<file path="config.mk">
export PLATFORM = sky130hd
export DESIGN_NAME = sdf_bfly_stage
export DESIGN_NICKNAME = d
export VERILOG_FILES = /design/src/rtl/sdf_pkg.sv /design/src/rtl/sdf_ctrl.sv /design/src/rtl/sdf_delay_line.sv /design/src/rtl/sdf_bfly_core.sv /design/src/rtl/sdf_bfly_stage.sv
export SDC_FILE = /design/constraint.sdc
export NUM_CORES = 1
export LEC_CHECK = 0
export ABC_AREA = 1
export BUFFER_PORTS_ARGS = -buffer_cell sky130_fd_sc_hd__buf_2
export CAP_MARGIN = 20
export CELL_PAD_IN_SITES_DETAIL_PLACEMENT = 0
export CELL_PAD_IN_SITES_GLOBAL_PLACEMENT = 1
export CORE_MARGIN = 2
export CORE_UTILIZATION = 41
export DETAILED_ROUTE_END_ITERATION = 10
export PLACE_DENSITY = 0.83
export REMOVE_ABC_BUFFERS = 1
export SYNTH_ARGS = -nofsm -noshare
export SYNTH_HDL_FRONTEND = slang
export SYNTH_SLANG_ARGS = --single-unit
</file>
<file path="constraint.sdc">
create_clock -name clk -period 2.1 [get_ports clk]
set_clock_uncertainty 0.1 [all_clocks]
set_input_delay 0.63 -clock clk [delete_from_list [all_inputs] [get_ports clk]]
set_output_delay 0.63 -clock clk [all_outputs]
set_load 0.02 [all_outputs]
</file>
<file path="src/rtl/sdf_pkg.sv">
package sdf_pkg;

    typedef enum logic {
        SDF_PASS = 1'b0,
        SDF_BFLY = 1'b1
    } sdf_phase_e;

endpackage

</file>
<file path="src/rtl/sdf_ctrl.sv">
module sdf_ctrl #(
    parameter int DEPTH  = 4,
    parameter int ROT_EN = 1,
    localparam int LOG_D = $clog2(DEPTH),
    localparam int CW    = LOG_D + 2
) (
    input  logic                    clk,
    input  logic                    rst_n,
    input  logic                    advance,
    output logic [CW-1:0]           cnt,
    output sdf_pkg::sdf_phase_e     phase,
    output logic                    rot
);
    import sdf_pkg::*;

    typedef struct packed {
        logic [CW-1:0] cnt;
    } ctrl_t;

    ctrl_t st_d, st_q;

    always_comb begin
        st_d = st_q;
        if (advance) begin
            st_d.cnt = st_q.cnt + 1'b1;
        end
    end

    always_ff @(posedge clk or negedge rst_n) begin
        if (!rst_n) begin
            st_q <= '0;
        end else begin
            st_q <= st_d;
        end
    end

    assign cnt   = st_q.cnt;
    assign phase = st_q.cnt[LOG_D] ? SDF_BFLY : SDF_PASS;

    generate
        if (ROT_EN != 0) begin : g_rot
            // last quarter of the 4*DEPTH period
            assign rot = st_q.cnt[LOG_D+1] & st_q.cnt[LOG_D];
        end else begin : g_norot
            assign rot = 1'b0;
        end
    endgenerate

endmodule

</file>
<file path="src/rtl/sdf_delay_line.sv">
module sdf_delay_line #(
    parameter int WIDTH = 9,
    parameter int DEPTH = 4
) (
    input  logic                    clk,
    input  logic                    rst_n,
    input  logic                    shift_en,
    input  logic signed [WIDTH-1:0] din_re,
    input  logic signed [WIDTH-1:0] din_im,
    output logic signed [WIDTH-1:0] head_re,
    output logic signed [WIDTH-1:0] head_im
);
    typedef struct packed {
        logic signed [WIDTH-1:0] re;
        logic signed [WIDTH-1:0] im;
    } cplx_t;

    cplx_t line_d [DEPTH];
    cplx_t line_q [DEPTH];

    generate
        for (genvar i = 0; i < DEPTH; i++) begin : g_tap
            always_comb begin
                line_d[i] = line_q[i];
                if (shift_en) begin
                    if (i == 0) begin
                        line_d[i].re = din_re;
                        line_d[i].im = din_im;
                    end else begin
                        line_d[i] = line_q[(i == 0) ? 0 : i-1];
                    end
                end
            end

            always_ff @(posedge clk or negedge rst_n) begin
                if (!rst_n) begin
                    line_q[i] <= '0;
                end else begin
                    line_q[i] <= line_d[i];
                end
            end
        end
    endgenerate

    assign head_re = line_q[DEPTH-1].re;
    assign head_im = line_q[DEPTH-1].im;

endmodule

</file>
<file path="src/rtl/sdf_bfly_core.sv">
module sdf_bfly_core #(
    parameter int DATA_W = 8,
    localparam int OW    = DATA_W + 1
) (
    input  sdf_pkg::sdf_phase_e     phase,
    input  logic                    rot,
    input  logic signed [DATA_W-1:0] x_re,
    input  logic signed [DATA_W-1:0] x_im,
    input  logic signed [OW-1:0]    head_re,
    input  logic signed [OW-1:0]    head_im,
    output logic signed [OW-1:0]    out_re,
    output logic signed [OW-1:0]    out_im,
    output logic signed [OW-1:0]    wr_re,
    output logic signed [OW-1:0]    wr_im
);
    import sdf_pkg::*;

    logic signed [OW-1:0] xw_re, xw_im;
    logic signed [OW-1:0] sum_re, sum_im;
    logic signed [OW-1:0] dif_re, dif_im;

    assign xw_re  = {x_re[DATA_W-1], x_re};
    assign xw_im  = {x_im[DATA_W-1], x_im};
    assign sum_re = head_re + xw_re;
    assign sum_im = head_im + xw_im;
    assign dif_re = head_re - xw_re;
    assign dif_im = head_im - xw_im;

    always_comb begin
        if (phase == SDF_BFLY) begin
            out_re = sum_re;
            out_im = sum_im;
            if (rot) begin
                wr_re = dif_im;
                wr_im = -dif_re;
            end else begin
                wr_re = dif_re;
                wr_im = dif_im;
            end
        end else begin
            out_re = head_re;
            out_im = head_im;
            wr_re  = xw_re;
            wr_im  = xw_im;
        end
    end

endmodule

</file>
<file path="src/rtl/sdf_bfly_stage.sv">
module sdf_bfly_stage #(
    parameter int DATA_W = 8,
    parameter int DEPTH  = 4,
    parameter int ROT_EN = 1
) (
    input  logic                      clk,
    input  logic                      rst_n,
    input  logic                      in_vld,
    input  logic signed [DATA_W-1:0]  in_re,
    input  logic signed [DATA_W-1:0]  in_im,
    output logic                      out_vld,
    output logic signed [DATA_W:0]    out_re,
    output logic signed [DATA_W:0]    out_im
);
    import sdf_pkg::*;

    localparam int OW = DATA_W + 1;
    localparam int CW = $clog2(DEPTH) + 2;

    typedef struct packed {
        logic                 vld;
        logic signed [OW-1:0] re;
        logic signed [OW-1:0] im;
    } out_t;

    logic [CW-1:0]        cnt_q;
    sdf_phase_e           phase;
    logic                 rot;
    logic signed [OW-1:0] head_re, head_im;
    logic signed [OW-1:0] nxt_re, nxt_im;
    logic signed [OW-1:0] wr_re, wr_im;

    out_t o_d, o_q;

    sdf_ctrl #(.DEPTH(DEPTH), .ROT_EN(ROT_EN)) u_ctrl (
        .clk    (clk),
        .rst_n  (rst_n),
        .advance(in_vld),
        .cnt    (cnt_q),
        .phase  (phase),
        .rot    (rot)
    );

    sdf_bfly_core #(.DATA_W(DATA_W)) u_core (
        .phase  (phase),
        .rot    (rot),
        .x_re   (in_re),
        .x_im   (in_im),
        .head_re(head_re),
        .head_im(head_im),
        .out_re (nxt_re),
        .out_im (nxt_im),
        .wr_re  (wr_re),
        .wr_im  (wr_im)
    );

    sdf_delay_line #(.WIDTH(OW), .DEPTH(DEPTH)) u_line (
        .clk     (clk),
        .rst_n   (rst_n),
        .shift_en(in_vld),
        .din_re  (wr_re),
        .din_im  (wr_im),
        .head_re (head_re),
        .head_im (head_im)
    );

    always_comb begin
        o_d     = o_q;
        o_d.vld = in_vld;
        if (in_vld) begin
            o_d.re = nxt_re;
            o_d.im = nxt_im;
        end
    end

    always_ff @(posedge clk or negedge rst_n) begin
        if (!rst_n) begin
            o_q <= '0;
        end else begin
            o_q <= o_d;
        end
    end

    assign out_vld = o_q.vld;
    assign out_re  = o_q.re;
    assign out_im  = o_q.im;

endmodule

</file>
==> out/qor.yml <==
run_status:
  status: "finished, violations left"
  violations: "setup timing"
synthesis:
  yosysWarnings: 0
  synth_area_per_cell_um2: 7.76
  yosysMostFrequentCell: "nand2_1"
  synth_top_family_by_area: "simple AND/OR/NAND/NOR gates"
  synth_edf_count: 0
  async_flop_share: 1.00
  synth_adder_area_share: 0.0897
  synth_area_mm2: 0.00578
  synthMuxAreaShare: 0
  synth_xor_area_frac: 0.0197
  synth_compound_area_frac: 0.156
  synth_cells: 744
  synth-simple-area-share: 0.224
  synth_ff_type: "dfrtp_1"
  synthTopCellsByArea: "dfrtp_1, nand2_1, ha_1"
  yosysUniqueCellTypes: 42
  synth_area_leader_cell: "dfrtp_1"
  synth_common_cells: "nand2_1, inv_1, dfrtp_1"
  ys_seq_area_frac: 0.412
  synth_seq_cells: 95
  synth_top_area_frac: 0.412
power_and_ir_drop:
  power_uw: 8740
  ir_worst_vdd_mv: 0.701
  p_sw_frac: 0.415
  internal-power_uw: 5110
  clockPowerShare: 0.181
  p_sw_uw: 3630
  leakagePower_uw: 0.00369
  p_seq_frac: 0.334
  power.density_cell_area_mw_per_mm2: 1190
  power_frac_comb: 0.484
setup_path:
  critPathMaxStageDelay_ns: 0.43
  cp_slowest_cell: "fa_2"
  cp.required_ns: 2.30
  path_cells: "inv_2 > ha_4 > inv_2 > fa_2 > inv_2 > nand2_2 > nor2_4 > nand3_2 > nor2_4 > nand3_1 > nand2_1 > nand3_2 > nand3_2 > nand2_1 > inv_1"
  path_buf_inv: 4
  crit_path_max_fanout: 3
  crit_path_end_kind: "flip-flop"
  critical-path-top-delay-family: "simple AND/OR/NAND/NOR gates"
  start_kind: "flip-flop"
  critical_path_class: "reg2reg"
  arrival_ns: 2.37
sta:
  final_max_slew_viol_count: 0
  finalCriticalPeriod_ns: 2.17
  fmax_mhz: 462
  worstMarginPinSlew_ns: 0.495
  worst_slack_ns: -0.0666
  rsz0062_at_grt: "true"
  tns_ns: -0.128
  slew_headroom: 0.670
  post-route-period-util: 1.03
  report.final.setup_viol: 3
  hold_viol: 0
final_layout:
  area_growth_pct: 27.0
  fillers: 1288
  fin_nets: 909
  n_antenna_cell: 0
  post-route-util: 0.530
  finalInstanceArea_mm2: 0.00733
  drive_gt1_frac: 0.277
clock_network:
  cts_root_buf: "clkbuf_16"
  cts_tree: "built"
  cts_max_level: 3
  clk_latency_ns: 0.35
  numCtsBuffers: 9
  clk_path_buf_depth: 2
  cts.sinks: 95
  clkTransAtPathRegs_ns: 0.07
hold_path:
  hold_path_class: "in2async"
floorplan:
  rows: 43
  start_util: 0.418
  fp.dieW_um: 123
  dieArea_mm2: 0.0151
  ios: 38
  coreArea_mm2: 0.0138
  die_y_um: 123
job:
  cap_violations: 0
route:
  wirelength_mm: 14.2
  drc: 0
  routed_via_density: 5.00
  wire_per_inst_um: 13.7
  drt_iter0_drc: 345
  antenna_left: 0
  vias: 5181
  firstDrtPassIters: 5
placed_design:
  post-place-ws_ns: -0.496
  hpwl_mm: 10.3
  placed_area_mm2: 0.00669
  gp_congestion: 0.908
  io_buffers: 37
global_routing:
  grt_max_degree: 45
  antenna_found_initial: 0
  grt_pass1_wl_mm: 23.4
  grt_pass1_vias: 4997
  grtUsageTotal: 0.198
  grt_overflow: 0
==> cell usage in the layout (no fill, tap or decap), types with 8 or more instances in the layout <==
cell type    n
nand3_2     11
inv_2       16
ha_4         9
o21ai_1     13
nand2_1    182
nand3_1     28
buf_2       35
a21oi_1     44
a31oi_1      8
buf_4       90
inv_1       89
a21oi_2      9
nand4_1     12
nor2_1      31
clkbuf_16    9
ha_1        22
dfrtp_1     94
xor2_1      10
o21ai_0     62
nand2_2     15
==> power by group through the flow <==
stage | Combinational (uW) | Sequential, uW | Clock [uW]
after floorplan | 2210 | 3070 | 0
after global placement | 3780 | 2910 | 0
after detailed placement | 3850 | 2940 | 0
after CTS | 3980 | 2910 | 1630
after global routing | 4750 | 3010 | 1720
final | 4230 | 2920 | 1580
==> metal layers <==
layer / up-vias / GRT usage / part of all wire
li1: 2610 / - / -
met1: 2447 / 0.264 / 0.46
met2: 100 / 0.313 / 0.47
met3: 24 / 0.0344 / 0.042
met4: 0 / 0.0941 / 0.028
met5: - / 0 / 0
==> kinds of logic after synthesis <==
logic type,after synthesis
adders and majority gates,39
DFF,95
buffers and inverters,140
AOI/OAI and AO/OA,160
and+or+nand+nor,297
xor gates and xnor gates,13
==> area by class of cell <==
cell class                 count  area, um2  area share
multi-input combinational    509       3100       0.423
sequential                    95       2380       0.324
timing repair buffer         131        941       0.128
clock buffer                  11        253      0.0345
inverter                     105        394      0.0537
tap                          180        225      0.0307
clock inverter                 5       40.0     0.00546
==> sequential cells by signal (all words and copies together), names as in the netlist <==
register / cells
out_re: 9
u_line.head_re: 9
u_line.head_im: 9
out_vld: 1
u_line.line_q: 54
u_ctrl.cnt: 4
out_im: 9
==> through the flow <==
step / hold WS, ns / instances
after global placement: 0.358 / 1012
after detailed placement: 0.362 / 1012
after global routing: 0.0483 / 1036
after CTS: 0.0411 / 1030
final: 0.0511 / 1036
after floorplan: 0.234 / 709
==> worst paths after layout <==
kind                                                from                            end  slack (ns)  cells past startpoint
max                        u_line.head_re[0]$_DFFE_PN0P_  u_line.line_q[61]$_DFFE_PN0P_       -0.07                     15
min                                                rst_n              out_vld$_DFF_PN0_        0.05                      1
max reg2reg                u_line.head_re[0]$_DFFE_PN0P_  u_line.line_q[61]$_DFFE_PN0P_       -0.07                     15
min in group clk           u_line.line_q[62]$_DFFE_PN0P_  u_line.line_q[44]$_DFFE_PN0P_        0.37                      2
max in group asynchronous                          rst_n  u_line.head_im[2]$_DFFE_PN0P_        1.25                      2
min reg2reg                u_line.line_q[62]$_DFFE_PN0P_  u_line.line_q[44]$_DFFE_PN0P_        0.37                      2
==> what timing repair did <==
action                                 4_1_cts  5_1_grt
setup endpoints to repair                   12       21
gates resized for setup                     26       59
cloned                                       0        0
endpoints found under the hold margin        0        0
pin swaps                                   19       35
buffers inserted                             2        6
hold buffers                                 0        0
No activity file was read; power rests on OpenSTA's default activity.
